--- config.mk ---
export PLATFORM = sky130hd
export DESIGN_NAME = mlpwm_modulator
export DESIGN_NICKNAME = d
export VERILOG_FILES = /design/src/rtl/mlpwm_pkg.sv /design/src/rtl/mlpwm_carrier.sv /design/src/rtl/mlpwm_cm_shift.sv /design/src/rtl/mlpwm_deadtime.sv /design/src/rtl/mlpwm_modulator.sv
export SDC_FILE = /design/constraint.sdc
export NUM_CORES = 1
export LEC_CHECK = 0
export BUFFER_PORTS_ARGS = -buffer_cell sky130_fd_sc_hd__buf_4
export CAP_MARGIN = 0
export CORE_ASPECT_RATIO = 0.9
export CORE_MARGIN = 2
export CORE_UTILIZATION = 45
export CTS_BUF_LIST = sky130_fd_sc_hd__clkbuf_8
export DETAILED_ROUTE_END_ITERATION = 10
export SLEW_MARGIN = 15
export SYNTH_ARGS = -nofsm -noshare
export SYNTH_HDL_FRONTEND = slang
export SYNTH_SLANG_ARGS = --single-unit
--- constraint.sdc ---
create_clock -name clk_i -period 30 [get_ports clk_i]
set_input_delay 1.5 -clock clk_i [delete_from_list [all_inputs] [get_ports clk_i]]
set_output_delay 1.5 -clock clk_i [all_outputs]
set_load 0.005 [all_outputs]
--- src/rtl/mlpwm_pkg.sv ---
package mlpwm_pkg;

    localparam int unsigned PHASES = 3;
    localparam int unsigned LEGS   = 4;

    typedef enum logic [0:0] {
        CAR_RISE,
        CAR_FALL
    } car_dir_e;

    typedef enum logic [2:0] {
        DT_BOOT,
        DT_LOW,
        DT_GAP_UP,
        DT_HIGH,
        DT_GAP_DN
    } dt_state_e;

endpackage

--- src/rtl/mlpwm_carrier.sv ---
module mlpwm_carrier
    import mlpwm_pkg::*;
#(
    parameter int unsigned CAR_W = 8
) (
    input  logic             clk_i,
    input  logic             rst_ni,
    output logic [CAR_W-1:0] cnt_o,
    output logic             turn_o
);

    localparam logic [CAR_W-1:0] TOP = '1;

    car_dir_e         dir_q, dir_d;
    logic [CAR_W-1:0] cnt_q, cnt_d;

    always_ff @(posedge clk_i or negedge rst_ni) begin
        if (!rst_ni) begin
            dir_q <= CAR_RISE;
            cnt_q <= '0;
        end else begin
            dir_q <= dir_d;
            cnt_q <= cnt_d;
        end
    end

    always_comb begin
        dir_d = dir_q;
        cnt_d = cnt_q;
        unique case (dir_q)
            CAR_RISE: begin
                if (cnt_q == TOP) begin
                    dir_d = CAR_FALL;
                    cnt_d = cnt_q - 1'b1;
                end else begin
                    cnt_d = cnt_q + 1'b1;
                end
            end
            CAR_FALL: begin
                if (cnt_q == '0) begin
                    dir_d = CAR_RISE;
                    cnt_d = cnt_q + 1'b1;
                end else begin
                    cnt_d = cnt_q - 1'b1;
                end
            end
            default: begin
                dir_d = CAR_RISE;
                cnt_d = '0;
            end
        endcase
    end

    always_comb begin
        cnt_o  = cnt_q;
        turn_o = (cnt_q == TOP) || (cnt_q == '0);
    end

endmodule

--- src/rtl/mlpwm_cm_shift.sv ---
module mlpwm_cm_shift
    import mlpwm_pkg::*;
#(
    parameter int unsigned CAR_W = 8,
    parameter int unsigned REF_W = CAR_W + 3
) (
    input  logic [PHASES*REF_W-1:0] ref_i,
    output logic [PHASES*3-1:0]     base_o,
    output logic [PHASES*CAR_W-1:0] frac_o
);

    localparam int unsigned EW = REF_W + 3;
    localparam int unsigned AW = CAR_W + 3;
    localparam logic signed [EW-1:0] MID  = EW'(2 ** (CAR_W + 1));
    localparam logic signed [EW-1:0] FULL = EW'(2 ** (CAR_W + 2));

    logic signed [EW-1:0] r    [PHASES];
    logic signed [EW-1:0] adj  [PHASES];
    logic        [AW-1:0] adju [PHASES];
    logic signed [EW-1:0] mx, mn, half;

    always_comb begin
        for (int p = 0; p < PHASES; p++) begin
            r[p] = EW'($signed(ref_i[p*REF_W +: REF_W]));
        end
        mx = r[0];
        mn = r[0];
        for (int p = 1; p < PHASES; p++) begin
            if (r[p] > mx) mx = r[p];
            if (r[p] < mn) mn = r[p];
        end
        half = (mx + mn) >>> 1;
        for (int p = 0; p < PHASES; p++) begin
            adj[p] = r[p] + MID - half;
            if (adj[p] < 0) begin
                adju[p] = '0;
            end else if (adj[p] > FULL) begin
                adju[p] = FULL[AW-1:0];
            end else begin
                adju[p] = adj[p][AW-1:0];
            end
            base_o[p*3 +: 3]         = adju[p][AW-1:CAR_W];
            frac_o[p*CAR_W +: CAR_W] = adju[p][CAR_W-1:0];
        end
    end

endmodule

--- src/rtl/mlpwm_deadtime.sv ---
module mlpwm_deadtime
    import mlpwm_pkg::*;
#(
    parameter int unsigned DEAD_CYC = 150
) (
    input  logic clk_i,
    input  logic rst_ni,
    input  logic cmd_i,
    output logic hi_o,
    output logic lo_o
);

    localparam int unsigned CW = (DEAD_CYC > 1) ? $clog2(DEAD_CYC) : 1;
    localparam logic [CW-1:0] LAST = CW'(DEAD_CYC - 1);

    dt_state_e     st_q, st_d;
    logic [CW-1:0] cnt_q, cnt_d;
    logic          done;

    assign done = (cnt_q == LAST);

    always_ff @(posedge clk_i or negedge rst_ni) begin
        if (!rst_ni) begin
            st_q  <= DT_BOOT;
            cnt_q <= '0;
        end else begin
            st_q  <= st_d;
            cnt_q <= cnt_d;
        end
    end

    always_comb begin
        st_d  = st_q;
        cnt_d = cnt_q;
        unique case (st_q)
            DT_BOOT: begin
                if (done) begin
                    st_d  = cmd_i ? DT_HIGH : DT_LOW;
                    cnt_d = '0;
                end else begin
                    cnt_d = cnt_q + 1'b1;
                end
            end
            DT_LOW: begin
                if (cmd_i) begin
                    st_d  = DT_GAP_UP;
                    cnt_d = '0;
                end
            end
            DT_GAP_UP: begin
                if (!cmd_i) begin
                    st_d = DT_LOW;
                end else if (done) begin
                    st_d = DT_HIGH;
                end else begin
                    cnt_d = cnt_q + 1'b1;
                end
            end
            DT_HIGH: begin
                if (!cmd_i) begin
                    st_d  = DT_GAP_DN;
                    cnt_d = '0;
                end
            end
            DT_GAP_DN: begin
                if (cmd_i) begin
                    st_d = DT_HIGH;
                end else if (done) begin
                    st_d = DT_LOW;
                end else begin
                    cnt_d = cnt_q + 1'b1;
                end
            end
            default: begin
                st_d  = DT_BOOT;
                cnt_d = '0;
            end
        endcase
    end

    always_comb begin
        hi_o = (st_q == DT_HIGH);
        lo_o = (st_q == DT_LOW);
    end

endmodule

--- src/rtl/mlpwm_modulator.sv ---
module mlpwm_modulator
    import mlpwm_pkg::*;
#(
    parameter int unsigned CAR_W    = 8,
    parameter int unsigned REF_W    = CAR_W + 3,
    parameter int unsigned DEAD_CYC = 150
) (
    input  logic                    clk_i,
    input  logic                    rst_ni,
    input  logic signed [REF_W-1:0] ref_a_i,
    input  logic signed [REF_W-1:0] ref_b_i,
    input  logic signed [REF_W-1:0] ref_c_i,
    output logic [CAR_W-1:0]        carrier_o,
    output logic [2:0]              lvl_a_o,
    output logic [2:0]              lvl_b_o,
    output logic [2:0]              lvl_c_o,
    output logic [PHASES*LEGS-1:0]  gate_hi_o,
    output logic [PHASES*LEGS-1:0]  gate_lo_o
);

    logic [CAR_W-1:0]        cnt;
    logic                    turn;
    logic [PHASES*REF_W-1:0] ref_q;
    logic [PHASES*3-1:0]     base;
    logic [PHASES*CAR_W-1:0] frac;
    logic [PHASES*3-1:0]     lvl_v;

    mlpwm_carrier #(.CAR_W(CAR_W)) car_i (
        .clk_i (clk_i),
        .rst_ni(rst_ni),
        .cnt_o (cnt),
        .turn_o(turn)
    );

    always_ff @(posedge clk_i or negedge rst_ni) begin
        if (!rst_ni) begin
            ref_q <= '0;
        end else if (turn) begin
            ref_q <= {ref_c_i, ref_b_i, ref_a_i};
        end
    end

    mlpwm_cm_shift #(.CAR_W(CAR_W), .REF_W(REF_W)) shift_i (
        .ref_i (ref_q),
        .base_o(base),
        .frac_o(frac)
    );

    for (genvar p = 0; p < PHASES; p++) begin : g_phase
        assign lvl_v[p*3 +: 3] = (base[p*3 +: 3] >= 3'd4) ? 3'd4 :
                                 base[p*3 +: 3] + {2'b00, (frac[p*CAR_W +: CAR_W] > cnt)};
        for (genvar k = 0; k < LEGS; k++) begin : g_leg
            mlpwm_deadtime #(.DEAD_CYC(DEAD_CYC)) dt_i (
                .clk_i (clk_i),
                .rst_ni(rst_ni),
                .cmd_i (lvl_v[p*3 +: 3] > 3'(k)),
                .hi_o  (gate_hi_o[p*LEGS + k]),
                .lo_o  (gate_lo_o[p*LEGS + k])
            );
        end
    end

    assign carrier_o = cnt;
    assign lvl_a_o   = lvl_v[2:0];
    assign lvl_b_o   = lvl_v[5:3];
    assign lvl_c_o   = lvl_v[8:6];

endmodule

# Word level (Yosys, flattened, before mapping)
# Cells that the tools add are included.
# W data, S select, Z words.
classes:
  addsub: 24
  order_cmp: 28
  n_eq_ne: 145
  mux: 211
  n_bitwise: 1
  reduce_logical: 38
op_table:
  columns: ["op", "count"]
  rows:
  - ["$mux W8", 74]
  - ["$pmux W8 S5", 12]
  - ["$mux W3", 87]
  - ["$pmux W3 S5", 12]
  - ["$add A8 B1 Y8 const B", 13]
  - ["$eq A8 B8 Y1 const B", 13]
  - ["$eq A3 B2 Y1 const B", 24]
  - ["$ne A2 B1 Y1 const B", 36]
  - ["$mux W11", 6]
  - ["$reduce_and A5 Y1", 12]
  - ["$mux W14", 4]
  - ["$ne A2 B2 Y1 const B", 24]
  - ["$reduce_and A4 Y1", 12]
  - ["$gt A14 B12 Y1 const B", 3]
  - ["$lt A14 B1 Y1 const B", 3]
  - ["$sub A12 B13 Y14", 3]
  - ["$add A11 B11 Y12 const B", 3]
  - ["$eq A3 B1 Y1 const B", 12]
  - ["$eq A3 B3 Y1 const B", 12]
  - ["$logic_not A3 Y1", 12]
  - ["$ne A3 B1 Y1 const B", 12]
  - ["$ne A3 B3 Y1 const B", 12]
  - ["$gt A8 B8 Y1", 3]
  - ["$mux W2", 12]
  - ["other kinds (16)", 31]
totals:
  ff_bits: 174
  inputBits: 35
  output_inout_bits: 41
  wordCells: 474

# Logic depth before layout (Yosys ltp)
logic_depth:
  ltp_word: 16
  mapped_depth: 65
  ltp_nobuf: 59

# By module
# A second synthesis with hierarchy kept.
unflattened:
  cells_unflattened: 1799
  area_unflattened_um2: 15522.4
modules_own_cells:
  columns: ["module", "instances", "cells_per_inst", "area_per_inst_um2", "seq_area_each_um2"]
  rows:
  - ["mlpwm_deadtime", 12, 81, 710.7, 275.3]
  - ["mlpwm_cm_shift", 1, 586, 4302.9, 0.0]
  - ["mlpwm_modulator", 1, 163, 2000.7, 825.8]
  - ["mlpwm_carrier", 1, 78, 690.7, 225.2]

# Worst setup path after synthesis
# No wires, ideal clock.
synth_path:
  kind: "flip-flop to output port"
  startpoint: "reg ref_q[10]"
  endpoint: "out lvl_b_o[2]"
  arrival_time_ps: 10000
  t_required_ps: 28500
  slack_ps: 18500
  stages_incl_launch_ff: 55
  n_path_buf: 6
  path_cell_list: "dfrtp_1 -> inv_1 -> ha_1 -> buf_2 -> nand4_1 -> a211oi_1 -> nor3b_1 -> a21oi_2 -> clkbuf_1 -> mux2i_1 -> ha_1 -> and4_1 -> a221o_1 -> a21oi_1 -> a21boi_0 -> clkbuf_1 -> a21o_1 -> fa_1 -> [... 19 more ...] -> or3_1 -> clkbuf_1 -> nor2_1 -> ha_1 -> nor2b_1 -> o21a_1 -> o21ai_0 -> nand2b_1 -> a21oi_1 -> nor2_1 -> a211oi_1 -> a21oi_1 -> ha_1 -> ha_1 -> inv_1 -> ha_1 -> clkbuf_1 -> inv_1"
synth_between:
  elab_chain_cells: 12
  word_cells_on_any_way: 18
  classes_between: "3 x add/sub; 8 x order compare; 7 x mux"
synth_lines:
  columns: ["element", "line", "source"]
  rows:
  - ["start, declared", "mlpwm_modulator.sv:23", "logic [PHASES*REF_W-1:0] ref_q;"]
  - ["start signal, assigned", "mlpwm_modulator.sv:39", "ref_q <= {ref_c_i, ref_b_i, ref_a_i};"]
  - ["$gt A11 B11 Y1 or $lt A11 B11 Y1 (tied branches)", "mlpwm_cm_shift.sv:29, mlpwm_cm_shift.sv:30", null]
  - ["$mux W14, on equally long branches", "mlpwm_cm_shift.sv:29, mlpwm_cm_shift.sv:30", null]
  - ["$gt A11 B14 Y1 or $lt A11 B14 Y1 (tied branches)", "mlpwm_cm_shift.sv:29, mlpwm_cm_shift.sv:30", null]
  - ["$mux W14, on equally long branches", "mlpwm_cm_shift.sv:29, mlpwm_cm_shift.sv:30", null]
  - ["$add A14 B14 Y14 *", "mlpwm_cm_shift.sv:32", "half = (mx + mn) >>> 1;"]
  - ["$sub A12 B13 Y14 *", "mlpwm_cm_shift.sv:34", "adj[p] = r[p] + MID - half;"]
  - ["$gt A14 B12 Y1", "mlpwm_cm_shift.sv:37", "end else if (adj[p] > FULL) begin"]
  - ["$mux W11", "mlpwm_cm_shift.sv:37", null]
  - ["$mux W11 *", "mlpwm_cm_shift.sv:35", "if (adj[p] < 0) begin"]
  - ["$gt A8 B8 Y1", "mlpwm_modulator.sv:51", "base[p*3 +: 3] + {2'b00, (frac[p*CAR_W +: CAR_W] > cnt)};"]
  - ["$add A3 B1 Y3", "mlpwm_modulator.sv:51", null]
  - ["$mux W3 *", "mlpwm_modulator.sv:50", "assign lvl_v[p*3 +: 3] = (base[p*3 +: 3] >= 3'd4) ? 3'd4 :"]
  - ["end, declared", "mlpwm_modulator.sv:15", "output logic [2:0] lvl_b_o,"]
# Mark *: on every way between the ends. The rest lies on a longest branch, timed or not.

# Final worst setup path
# Same ends and word-level chain as after synthesis.

==> impl_metrics.xml <==
<?xml version="1.0" encoding="UTF-8"?>
<metrics>
  <group name="outcome">
    <metric name="outcome" unit="">complete, no violations</metric>
  </group>
  <group name="die">
    <metric name="die-area" unit="sq um">35800</metric>
    <metric name="placeableCoreArea" unit="sq um">33900</metric>
    <metric name="chipWidth" unit="um">199</metric>
    <metric name="number_of_placed_i_o_pins" unit="">76</metric>
    <metric name="std_cell_rows" unit="">64</metric>
    <metric name="die_h" unit="um">180</metric>
    <metric name="floorplan.initialDensity" unit="%">45.6</metric>
  </group>
  <group name="worst_setup_path">
    <metric name="crit_buf_inv" unit="">6</metric>
    <metric name="worst_ep_required" unit="ns">28.50</metric>
    <metric name="endpoint_of_the_worst_slack_reg_to_reg_timing_path" unit="">g_phase[1].g_leg[1].dt_i.cnt_q[4]</metric>
    <metric name="critPathSlowestCell" unit="">a21oi_2</metric>
    <metric name="worst_setup_path_start_kind" unit="">flop</metric>
    <metric name="r2r_start" unit="">ref_q[10]</metric>
    <metric name="reg_to_reg_slack_setup" unit="ns">17.11</metric>
    <metric name="worst_path_most_repeated_cell" unit="">ha_1</metric>
    <metric name="worst-r2r-cell-count" unit="">56</metric>
    <metric name="critical_path.max_fanout" unit="">21</metric>
    <metric name="sort_of_element_at_the_end_of_the_critical_path" unit="">primary output</metric>
    <metric name="slowest_delay" unit="ns">0.68</metric>
    <metric name="critical_path_class" unit="">flop to primary output</metric>
    <metric name="worst_path_dominant_cell_family" unit="">compound AO/OA/AOI/OAI gates</metric>
    <metric name="crit_arrival" unit="ns">11.86</metric>
  </group>
  <group name="place">
    <metric name="post-place-cells" unit="">2297</metric>
    <metric name="placement.io_buffers" unit="">75</metric>
    <metric name="gp_congestion" unit="">0.907</metric>
    <metric name="detailedPlacementHpwl" unit="mm">28.9</metric>
    <metric name="dp_slack" unit="ns">17.20</metric>
  </group>
  <group name="sta">
    <metric name="final_min_period_over_clock_period" unit="%">44.5</metric>
    <metric name="finalWorstSetupSlack" unit="ns">16.64</metric>
    <metric name="fin_tns_setup" unit="ns">0</metric>
    <metric name="maxSlewHeadroom" unit="%">38.4</metric>
    <metric name="finalMaxSlewViolations" unit="">0</metric>
    <metric name="clock-skew-final" unit="ns">0.0176</metric>
    <metric name="grt_setup_unrepaired" unit="">false</metric>
    <metric name="final-hold-violation-count" unit="">0</metric>
    <metric name="tightestPinTransition" unit="ns">0.920</metric>
    <metric name="clock.fmax" unit="MHz">74.8</metric>
    <metric name="period_needed" unit="ns">13.36</metric>
    <metric name="finalSetupViolCount" unit="">0</metric>
  </group>
  <group name="global_routing">
    <metric name="grt_pass1_vias" unit="">12800</metric>
    <metric name="first_pass_grt_wire_length" unit="mm">64.5</metric>
    <metric name="grt_overflow" unit="">0</metric>
    <metric name="initial_antenna_violation_count" unit="">0</metric>
    <metric name="maximum_number_of_pins_on_one_net_before_global_route_repair" unit="">69</metric>
    <metric name="track_usage" unit="%">22.1</metric>
  </group>
  <group name="synthesis">
    <metric name="synth_seq_area_share" unit="%">28.2</metric>
    <metric name="netlist_area" unit="sq um">15400</metric>
    <metric name="dominantRegCellSynth" unit="">dfrtp_1</metric>
    <metric name="synth-warning-count" unit="">0</metric>
    <metric name="asyncSetResetFlopFracSynth" unit="%">100</metric>
    <metric name="ys_ff_latch" unit="">174</metric>
    <metric name="leading_cell_type_by_number_of_instances_after_synthesis" unit="">nor2_1</metric>
    <metric name="synth.top_cell.area_share" unit="%">28.2</metric>
    <metric name="syn-num-nets" unit="">2031</metric>
    <metric name="synth_area_leader" unit="">dfrtp_1</metric>
    <metric name="avgSynthCellArea" unit="sq um">8.42</metric>
    <metric name="yosysUniqueCellTypes" unit="">100</metric>
    <metric name="synth_common_cells" unit="">nor2_1 (190), dfrtp_1 (174), ha_1 (159)</metric>
    <metric name="post_synth_main_area_contributors" unit="">dfrtp_1 (28%), ha_1 (13%), a21oi_1 (4.9%)</metric>
    <metric name="synth_enable_flop_cells" unit="">0</metric>
    <metric name="post_synth_inst_count" unit="">1833</metric>
  </group>
  <group name="clocking">
    <metric name="cts-resized-gates" unit="">0</metric>
    <metric name="cts-htree-levels" unit="">4</metric>
    <metric name="cts-root-buf" unit="">clkbuf_8</metric>
    <metric name="cts.sinks" unit="">174</metric>
    <metric name="cts_hold_buffers" unit="">0</metric>
    <metric name="number_of_buffers_created_by_cts" unit="">17</metric>
    <metric name="clk-insertion-delay-late" unit="ns">0.51</metric>
    <metric name="cts.clk_slew.worst_paths" unit="ns">0.11</metric>
    <metric name="cts_setup_buffers" unit="">0</metric>
    <metric name="clock_tree.buffer_depth" unit="">2</metric>
    <metric name="clock_tree_from_tritoncts" unit="">done</metric>
  </group>
  <group name="power">
    <metric name="peak_vdd_ir" unit="V">0.0000880</metric>
    <metric name="power" unit="mW">1.95</metric>
    <metric name="power.leakage" unit="nW">7.37</metric>
    <metric name="pwr_density_cell" unit="nW/um^2">117</metric>
  </group>
  <group name="finish">
    <metric name="nets" unit="">2052</metric>
    <metric name="final_instance_count_without_filler_cells" unit="">2329</metric>
    <metric name="drive_above_1_share" unit="%">10.6</metric>
    <metric name="syn_to_final_growth" unit="%">7.70</metric>
    <metric name="insertedDiodeCount" unit="">0</metric>
  </group>
  <group name="flow_run">
    <metric name="maxCapViolations" unit="">0</metric>
  </group>
  <group name="min_path">
    <metric name="end_point_of_the_most_critical_hold_path" unit="">g_phase[0].g_leg[0].dt_i.cnt_q[7]</metric>
    <metric name="worst_hold_startpoint" unit="">g_phase[0].g_leg[0].dt_i.cnt_q[7]</metric>
    <metric name="holdCritPathClass" unit="">flop to flop</metric>
    <metric name="timing.hold.worst_path_depth" unit="">1</metric>
  </group>
  <group name="drt">
    <metric name="routed-via-count" unit="">13400</metric>
    <metric name="detailedRoute.firstPassIterationCount" unit="">7</metric>
    <metric name="post_drt_via_cell_ratio" unit="">5.77</metric>
    <metric name="ant_nets" unit="">0</metric>
    <metric name="post-route-drc-count" unit="">0</metric>
    <metric name="dr.first_iter.drc_count" unit="">722</metric>
    <metric name="average_wire_per_cell_in_the_routed_design" unit="um">16.4</metric>
    <metric name="overall_routed_net_length" unit="mm">38.1</metric>
  </group>
</metrics>
power by group:
group / leakage, nW / switching [mW] / internal, mW
Combinational: 5.01 / 0.958 / 0.587
Clock: 0.195 / 0.0959 / 0.0718
Sequential: 2.17 / 0.00505 / 0.237
Total: 7.37 / 1.06 / 0.895
sequential cells by signal, indices dropped and copies added, names as in the netlist:
name and count:
car_i.cnt_o 8, car_i.dir_q 1, g_phase.g_leg.dt_i.st_q 36, g_phase.g_leg.dt_i.cnt_q 96
ref_q 33
placed cells by master (no fill, tap or decap), types with 11 or more instances in the layout:
cell type,instances
a211oi_1,19
a21o_1,22
a21oi_1,152
a31oi_1,18
and2_1,21
and3_1,27
buf_4,82
clkbuf_8,19
dfrtp_1,174
ha_1,159
inv_1,98
mux2_2,35
mux2i_1,22
nand2_1,106
nand2b_1,26
nand3_1,62
nand4_1,30
nor2_1,190
nor2b_1,39
nor3_1,52
nor3b_1,14
nor4_1,14
o211ai_1,22
o21a_1,12
o21ai_0,92
o31ai_1,30
or3_1,37
or4_1,11
xnor2_1,47
xor2_1,42
per-stage QoR:
stage | instance area [sq um] | util [%] | hold WS (ns)
after floorplan | 15400 | - | 0.442
after global placement | 16200 | 47.9 | 0.457
after detailed placement | 16200 | 47.9 | 0.471
after CTS | 16600 | 49.1 | 0.484
after global routing | 16600 | 49.1 | 0.524
final | 16600 | 49.1 | 0.480
metal layers:
metal  up-vias  GRT usage, %  part of all wire, %
met2       245          34.2                   45
met1      6411          31.4                   49
met5         -             0                    0
li1       6727             -                    -
met3        44          4.56                  4.3
met4         0          5.43                  1.7
how the worst max path moves through the flow:
stage | start | cells after the start | endpoint | slack (ns)
after floorplan | ref_q[10] | 54 | lvl_b_o[2] | 18.50
after global placement | ref_q[10] | 50 | lvl_b_o[2] | 17.60
after detailed placement | ref_q[10] | 56 | g_phase[1].g_leg[1].dt_i.cnt_q[6] | 17.20
after CTS | ref_q[10] | 52 | lvl_b_o[2] | 16.66
after global routing | ref_q[10] | 52 | lvl_b_o[2] | 15.44
final | ref_q[10] | 52 | lvl_b_o[2] | 16.64
layout make-up:
class,instances,area (sq um)
fill,3250,17200
multi-input combinational,1481,10300
sequential,174,4350
timing repair buffer,83,627
tap,462,578
inverter,97,364
clock buffer,19,262
clock inverter,13,131
kinds of logic after synthesis:
group | share of synthesized area [%]
muxes | 3.98
adders and majority gates | 13.4
buffers and inverters | 5.01
xor gates and xnor gates | 5.05
DFF | 28.2
and+or+nand+nor | 23.8
AOI/OAI and AO/OA | 20.6
Note: power is estimated with default switching activity, not from simulation.
